<file path="config.mk">
export PLATFORM = sky130hd
export DESIGN_NAME = cyc_ring_eval
export DESIGN_NICKNAME = d
export VERILOG_FILES = /design/src/rtl/cyc_ring_pkg.sv /design/src/rtl/cyc_ring_dp.sv /design/src/rtl/cyc_ring_ctl.sv /design/src/rtl/cyc_ring_eval.sv
export SDC_FILE = /design/constraint.sdc
export NUM_CORES = 1
export LEC_CHECK = 0
export ABC_AREA = 0
export BUFFER_PORTS_ARGS = -buffer_cell sky130_fd_sc_hd__buf_2
export CAP_MARGIN = 20
export CORE_MARGIN = 5
export CORE_UTILIZATION = 54
export CTS_CLUSTER_SIZE = 12
export DETAILED_ROUTE_END_ITERATION = 12
export PLACE_DENSITY = 0.91
export SLEW_MARGIN = 30
export SYNTH_ARGS = -nofsm -noshare
export SYNTH_HDL_FRONTEND = slang
export SYNTH_SLANG_ARGS = --single-unit
</file>
<file path="constraint.sdc">
create_clock -name clk -period 2.5 [get_ports clk]
set_clock_uncertainty 0.2 [all_clocks]
set_input_delay 0.125 -clock clk [delete_from_list [all_inputs] [get_ports clk]]
set_output_delay 0.125 -clock clk [all_outputs]
set_load 0.01 [all_outputs]
</file>
<file path="src/rtl/cyc_ring_pkg.sv">
package cyc_ring_pkg;
  typedef logic [1:0] tern_t;
  localparam tern_t TZERO = 2'b00;
  localparam tern_t TONE  = 2'b01;
  localparam tern_t TUNK  = 2'b10;

  typedef struct packed {
    logic clear;
    logic advance;
  } ring_ctl_t;

  function automatic logic tKnown(input tern_t a);
    return !a[1];
  endfunction

  function automatic tern_t tAnd(input tern_t a, input tern_t b);
    if ((tKnown(a) && !a[0]) || (tKnown(b) && !b[0])) return TZERO;
    if (tKnown(a) && tKnown(b)) return TONE;
    return TUNK;
  endfunction

  function automatic tern_t tOr(input tern_t a, input tern_t b);
    if ((tKnown(a) && a[0]) || (tKnown(b) && b[0])) return TONE;
    if (tKnown(a) && tKnown(b)) return TZERO;
    return TUNK;
  endfunction
endpackage

</file>
<file path="src/rtl/cyc_ring_dp.sv">
module cyc_ring_dp
  import cyc_ring_pkg::*;
#(
  parameter int N  = 3,
  parameter int G  = 2 * N,
  parameter int TW = $clog2(G) + 1
) (
  input  logic            clk,
  input  logic            rstN,
  input  ring_ctl_t       ctl,
  input  logic [TW-1:0]   step,
  input  logic [N-1:0]    xIn,
  output logic [2*G-1:0]  gateVal,
  output logic [G*TW-1:0] arrTime,
  output logic            changed,
  output logic            allKnown
);
  logic [N-1:0] xLatch;
  tern_t        curVal [G];
  tern_t        nxtVal [G];
  logic [G-1:0] knownVec;
  logic [G-1:0] diffVec;

  always_ff @(posedge clk or negedge rstN) begin
    if (!rstN)          xLatch <= '0;
    else if (ctl.clear) xLatch <= xIn;
  end

  for (genvar i = 0; i < G; i++) begin : g_gate
    localparam int PREV = (i + G - 1) % G;
    localparam int XSEL = i % N;
    tern_t xTern;
    logic [TW-1:0] arrQ;

    assign xTern = xLatch[XSEL] ? TONE : TZERO;

    if (i % 2 == 0) begin : g_and
      assign nxtVal[i] = tAnd(curVal[PREV], xTern);
    end else begin : g_or
      assign nxtVal[i] = tOr(curVal[PREV], xTern);
    end

    always_ff @(posedge clk or negedge rstN) begin
      if (!rstN) begin
        curVal[i] <= TUNK;
        arrQ      <= '1;
      end else if (ctl.clear) begin
        curVal[i] <= TUNK;
        arrQ      <= '1;
      end else if (ctl.advance) begin
        if (!tKnown(curVal[i]) && tKnown(nxtVal[i])) arrQ <= step;
        curVal[i] <= nxtVal[i];
      end
    end

    assign knownVec[i]           = tKnown(curVal[i]);
    assign diffVec[i]            = (nxtVal[i] != curVal[i]);
    assign gateVal[2*i +: 2]     = curVal[i];
    assign arrTime[i*TW +: TW]   = arrQ;
  end

  assign changed  = |diffVec;
  assign allKnown = &knownVec;
endmodule

</file>
<file path="src/rtl/cyc_ring_ctl.sv">
module cyc_ring_ctl
  import cyc_ring_pkg::*;
#(
  parameter int N  = 3,
  parameter int G  = 2 * N,
  parameter int TW = $clog2(G) + 1
) (
  input  logic          clk,
  input  logic          rstN,
  input  logic          start,
  input  logic          changed,
  output ring_ctl_t     ctl,
  output logic [TW-1:0] step,
  output logic          done
);
  localparam logic [TW-1:0] LAST = TW'(G - 1);
  logic busy;

  always_comb begin
    ctl.clear   = start;
    ctl.advance = busy && !start;
  end

  always_ff @(posedge clk or negedge rstN) begin
    if (!rstN) begin
      busy <= 1'b0;
      done <= 1'b0;
      step <= '0;
    end else if (start) begin
      busy <= 1'b1;
      done <= 1'b0;
      step <= '0;
    end else if (busy) begin
      step <= step + 1'b1;
      if (!changed || step == LAST) begin
        busy <= 1'b0;
        done <= 1'b1;
      end
    end
  end
endmodule

</file>
<file path="src/rtl/cyc_ring_eval.sv">
module cyc_ring_eval
  import cyc_ring_pkg::*;
#(
  parameter int N  = 3,
  parameter int G  = 2 * N,
  parameter int TW = $clog2(G) + 1
) (
  input  logic            clk,
  input  logic            rstN,
  input  logic            start,
  input  logic [N-1:0]    xIn,
  output logic [2*G-1:0]  gateVal,
  output logic [G*TW-1:0] arrTime,
  output logic            done,
  output logic            settled
);
  ring_ctl_t     ctl;
  logic [TW-1:0] step;
  logic          changed;
  logic          allKnown;

  cyc_ring_ctl #(.N(N), .G(G), .TW(TW)) u_ctl (
    .clk(clk), .rstN(rstN), .start(start), .changed(changed),
    .ctl(ctl), .step(step), .done(done)
  );

  cyc_ring_dp #(.N(N), .G(G), .TW(TW)) u_dp (
    .clk(clk), .rstN(rstN), .ctl(ctl), .step(step), .xIn(xIn),
    .gateVal(gateVal), .arrTime(arrTime), .changed(changed), .allKnown(allKnown)
  );

  assign settled = done && allKnown;
endmodule

</file>
Word level (Yosys, flattened, before mapping)

Index checks and enable logic that the tools add are counted.

Divide/modulo/power cells: 0
$mul: 0
Shifts and indexed selects: 0
Bitwise operators: 0
Order comparisons: 0
Add/sub/neg operators: 1
Reduce and logical (&&, ||, !) cells: 74
Equal/unequal tests: 7
Muxes and demuxes: 83

Operator list:

| kind                                                                   | number |
|---|---|
| 4-bit two-way mux                                                      | 20 |
| 2-bit two-way mux                                                      | 36 |
| 1-bit two-way mux                                                      | 27 |
| 1-bit logical AND                                                      | 26 |
| 1-bit zero test                                                        | 20 |
| 2-bit nonzero test                                                     | 9 |
| 2-bit AND reduction                                                    | 7 |
| 2-bit inequality test                                                  | 6 |
| 1-bit logical OR                                                       | 7 |
| 6-bit AND reduction                                                    | 1 |
| 6-bit OR reduction                                                     | 1 |
| 4-bit by 1-bit adder with 4-bit output (second input constant)         | 1 |
| 4-bit by 3-bit equality test with 1-bit output (second input constant) | 1 |
| 1-bit zero test (first input constant)                                 | 3 |

Input port bits: 6
Memory bits (writable): 0
Logic and storage cells: 181
Output and inout bits: 38
Bits in read-only memories: 0
Register bits: 45
Bits in latches: 0
Memories: 0

Logic depth before layout (Yosys ltp)

Depth after elaboration: 15
Gate-level depth with buffers: 6
Mapped depth without buffers: 6

By module

From an unflattened synthesis, not the netlist that was laid out.

Cell total of the unflattened synthesis: 241
Area total of the unflattened synthesis: 2277.2 um^2

By module, submodules not included:

| module        | seq. area each (um^2) | cells each | times used | area each (um^2) |
|---|---|---|---|---|
| cyc_ring_dp   | 1013.5                | 210        | 1          | 1926.8 |
| cyc_ring_ctl  | 150.1                 | 30         | 1          | 344.1 |
| cyc_ring_eval | 0.0                   | 1          | 1          | 6.3 |

Worst setup path after synthesis

Ideal clock, no wire load.

Path kind: register to register
Start point: reg u_dp.curVal, in the netlist u_dp.gateVal[5]
End point: reg u_ctl.done
Path slack: 481 ps
Arrival time: 1752 ps
Required time: 2234 ps
Period minus slack after synthesis: 2019 ps
Library setup time: 66 ps
Buffers on the path: 0
Stages on the path, launching flop included: 7
Cells stage by stage: dfstp_2 nand2b_1 ha_1 nand4_2 a221o_1 nor4_2 a41o_1

Word-level cells in the longest chain between the ends: 12
Elaborated cells between the ends (all ways): 17
Those cells by class: 2 x eq/ne; 6 x mux; 9 x reduce/logical

RTL lines:

| item                              | RTL line           | source |
|---|---|---|
| start: declaration                | cyc_ring_dp.sv:19  | `tern_t curVal [G];` |
| start signal: indexed assignment  | cyc_ring_dp.sv:52  | `curVal[i] <= nxtVal[i];` |
| 1-bit zero test                   | --                 |  |
| 1-bit logical AND                 | cyc_ring_pkg.sv:24 | `if (tKnown(a) && tKnown(b)) return TZERO;` |
| 1-bit two-way mux (2 in a row)    | cyc_ring_pkg.sv:24 |  |
| 2-bit two-way mux                 | cyc_ring_pkg.sv:25 | `return TUNK;` |
| 2-bit two-way mux                 | cyc_ring_pkg.sv:24 |  |
| 2-bit inequality test             | cyc_ring_dp.sv:57  | `assign diffVec[i] = (nxtVal[i] != curVal[i]);` |
| 6-bit OR reduction (*)            | cyc_ring_dp.sv:62  | `assign changed = \|diffVec;` |
| 1-bit zero test (*)               | cyc_ring_ctl.sv:35 | `if (!changed \|\| step == LAST) begin` |
| 1-bit logical OR (*)              | cyc_ring_ctl.sv:35 |  |
| 2-bit nonzero test (no line) (*)  | --                 |  |
| 2-bit AND reduction (no line) (*) | --                 |  |
| end signal: assignment            | cyc_ring_ctl.sv:27 | `done <= 1'b0;` |
| end signal: assignment            | cyc_ring_ctl.sv:31 | `done <= 1'b0;` |
| end signal: assignment            | cyc_ring_ctl.sv:37 | `done <= 1'b1;` |
| end: declaration                  | cyc_ring_ctl.sv:14 | `output logic done` |

Every way passes the cells marked *; elsewhere a longest branch is shown, timed or not. The select of a mux whose other input is x is not followed.
A chain may end at the register's enable or synchronous reset.

Final worst setup path

Ends and elaborated chain as after synthesis.

==> reports/qor.csv <==
stage,metric,value,unit
die,Die Y,73.64,um
outcome,status,"complete, no violations",
clock_tree,postcts setup bufs,0,
yosys,Synth warnings,0,
die,Chip Width,73.64,um
detailed_routing,Vias/cell,5.715,
yosys,Syn Nets,235,
clock_tree,Clock Latency Late Sink,0.30,ns
sta,Slew HR,63.56,%
yosys,"EDFF count, synth",0,
yosys,average size of a mapped cell,9.896,um2
sta,slew at the pin with the worst max-slew slack,0.5466,ns
clock_tree,total CTS buffers,5,
layout,area delta synth->final,18.19,%
setup_path,"Arr. time, crit path",2.21,ns
yosys,Yosys reg bits,45,
yosys,Netlist Area Pre-Place,2187,um2
sta,final hold violations,0,
layout,Fillers,333,
detailed_routing,via count,1806,
placed_design,routability congestion estimate,0.8749,
setup_path,Critical Path RT,2.54,ns
setup_path,crit end category,flip-flop,
yosys,ys async rst share,100.0,%
grt,first-pass GRT wire length,8.017,mm
placed_design,count of input and output buffers,43,
die,Initial Utilization,55.07,%
sta,fin. max-slew vios,0,
sta,final worst path period need,2.169,ns
pwr,leak pwr,1.229,nW
sta,fmax,461.0,MHz
sta,Finish-stage setup viols,0,
detailed_routing,First-pass DRT Iterations,5,
pwr,P per Cell Area,729.1,nW/um2
die,FP Rows,23,
clock_tree,Worst-path clk slew,0.09,ns
clock_tree,TritonCTS Sinks,45,
yosys,cells after synthesis,221,
clock_tree,CTS root buf,clkbuf_8,
detailed_routing,Avg WL per Cell,15.33,um
layout,diodes inserted,0,
detailed_routing,Post-route DRC,0,
pwr,"Power, Total",1.885,mW
clock_tree,CTS Hold Buffers Added,4,
grt,vias in the first global route,1691,
pwr,Worst IR Drop VDD,0.3026,mV
detailed_routing,initial DRC count,144,
yosys,"Distinct cells, synth",36,
layout,layout net count,279,
grt,initial antenna violation count,0,
die,core area,3971,um2
grt,largest net degree at the start of global routing,46,
detailed_routing,Antenna Nets Post-Route,0,
layout,cell area after layout,2585,um2
die,I/O pins,44,
sta,Setup TNS Final,0,ns
clock_tree,CTS max path bufs,2,
yosys,"Seq/Total Area, Yosys",53.20,%
run,MaxCap Viol Count,0,
grt,GRT overflow,0,
die,die area,5423,um2
detailed_routing,final WL,4.843,mm
sta,final period utilization,86.77,%
setup_path,critical path peak fanout,7,
yosys,top_reg_cell synth,dfstp_2,
hold_path,HP Class,in2reg,
setup_path,CP Class,reg2reg,
setup_path,crit path launch type,flip-flop,
grt,Total GRT Usage,19.37,%
placed_design,Detail Placement HPWL,3.485,mm
clock_tree,# resized after CTS,0,
clock_tree,H-tree depth,2,
clock_tree,CTS tree,yes,
placed_design,placed cell area,2427,um2
sta,RSZ-0062 raised after global routing,no,
layout,share of cells above drive strength 1,33.83,%
==> through the flow <==
stage	utilization, %	hold slack [ns]	cells	setup slack, ns
2_1_floorplan	-	-0.3706	221	0.4813
3_3_place_gp	61.12	0.1187	304	0.4647
3_5_place_dp	61.12	0.1326	304	0.3790
4_1_cts	65.03	0.01609	316	0.3356
5_1_grt	65.09	0.03924	316	0.2524
6_report	65.09	0.02212	316	0.3307
==> synthesized netlist by cell type, types with 2 or more instances <==
cell,instances,area share [%]
nand2_1,50,8.6
a211oi_1,4,1.4
nand3_1,27,6.2
dfrtp_1,15,17
o211ai_1,12,4.1
a21oi_1,5,1.1
inv_1,7,1.2
a31oi_1,2,0.57
xor2_1,2,0.80
dfstp_2,30,36
nand2b_1,3,0.86
o21ai_1,7,1.6
clkbuf_1,11,1.9
nand4_1,2,0.57
mux2_1,2,1.0
mux2i_1,2,0.92
nor2_1,11,1.9
ha_1,8,4.6
xnor2_1,4,1.6
==> cell families (layout without fill, tap and decap cells) <==
| kind of cell | count (synthesis) | after routing | synth area share, % |
|---|---|---|---|
| and+or+nand+nor | 100 | 100 | 21.40 |
| muxes | 5 | 5 | 2.631 |
| DFF | 45 | 45 | 53.20 |
| adders and majority gates | 8 | 8 | 4.577 |
| AOI/OAI and AO/OA | 36 | 36 | 11.61 |
| buffers and inverters | 21 | 66 | 4.176 |
| xor gates and xnor gates | 6 | 6 | 2.403 |
==> worst paths after layout <==
kind,to,cells past startpoint,from,slack [ns]
setup / recovery,u_ctl.done$_DFFE_PN0P_,6,u_dp.gateVal[5]$_DFFE_PN1P_,0.33
hold / removal,u_dp.gateVal[0]$_DFFE_PN0P_,2,start,0.02
setup reg to reg,u_ctl.done$_DFFE_PN0P_,6,u_dp.gateVal[5]$_DFFE_PN1P_,0.33
hold reg to reg,u_dp.g_gate[3].arrQ[2]$_DFFE_PN1P_,2,u_dp.g_gate[3].arrQ[2]$_DFFE_PN1P_,0.29
max in group asynchronous,u_dp.g_gate[5].arrQ[0]$_DFFE_PN1P_,2,rstN,1.57
min in group asynchronous,u_dp.xLatch[2]$_DFFE_PN0P_,2,rstN,0.13
==> cell type report <==
class | count | area (um2) | area share (%)
Multi-Input combinational cell | 155 | 932.1 | 36.06
Clock inverter | 3 | 46.29 | 1.791
Clock buffer | 5 | 68.82 | 2.662
Timing Repair Buffer | 49 | 272.8 | 10.55
Inverter | 9 | 38.79 | 1.500
Tap cell | 50 | 62.56 | 2.420
Sequential cell | 45 | 1164 | 45.01
==> critical path, stage by stage (launching register included) <==
cell	delay [ns]
dfstp_2	0.60
nand2b_1	0.10
ha_1	0.31
nand4_2	0.11
a221o_1	0.29
nor4_2	0.30
a41o_1	0.20
==> sequential cells by signal, indices dropped and copies added (netlist names) <==
name / count
u_dp.g_gate.arrQ: 24
u_dp.gateVal: 12
u_ctl.step: 4
u_dp.xLatch: 3
u_ctl.busy: 1
u_ctl.done: 1
==> cell usage in the layout, fill, tap and decap left out, types with 3 or more instances in the layout <==
master          n
clkbuf_8        5
dlygate4sd3_1   4
dfrtp_1        15
nor2_1         11
xnor2_1         4
a211oi_1        4
o211ai_1       12
o21ai_1         7
ha_1            8
nand3_1        27
a21oi_1         5
buf_4           3
inv_1           7
nand2_1        50
buf_2          42
nand2b_1        3
dfstp_2        30
==> where the power goes <==
| part | internal [mW] | switching (mW) | leakage (nW) | total (mW) |
|---|---|---|---|---|
| registers | 0.856 | 0.0796 | 0.509 | 0.935 |
| logic | 0.159 | 0.234 | 0.666 | 0.393 |
| clock network | 0.299 | 0.258 | 0.0543 | 0.557 |
==> metal layers <==
metal / wire length, um / up-vias / GRT usage (%)
li1: - / 857 / -
met1: 2144 / 876 / 25.77
met2: 2299 / 61 / 31.10
met3: 322 / 12 / 4.651
met4: 78 / 0 / 6.237
met5: 0 / - / 0
Note: power is estimated with default switching activity, not from simulation.
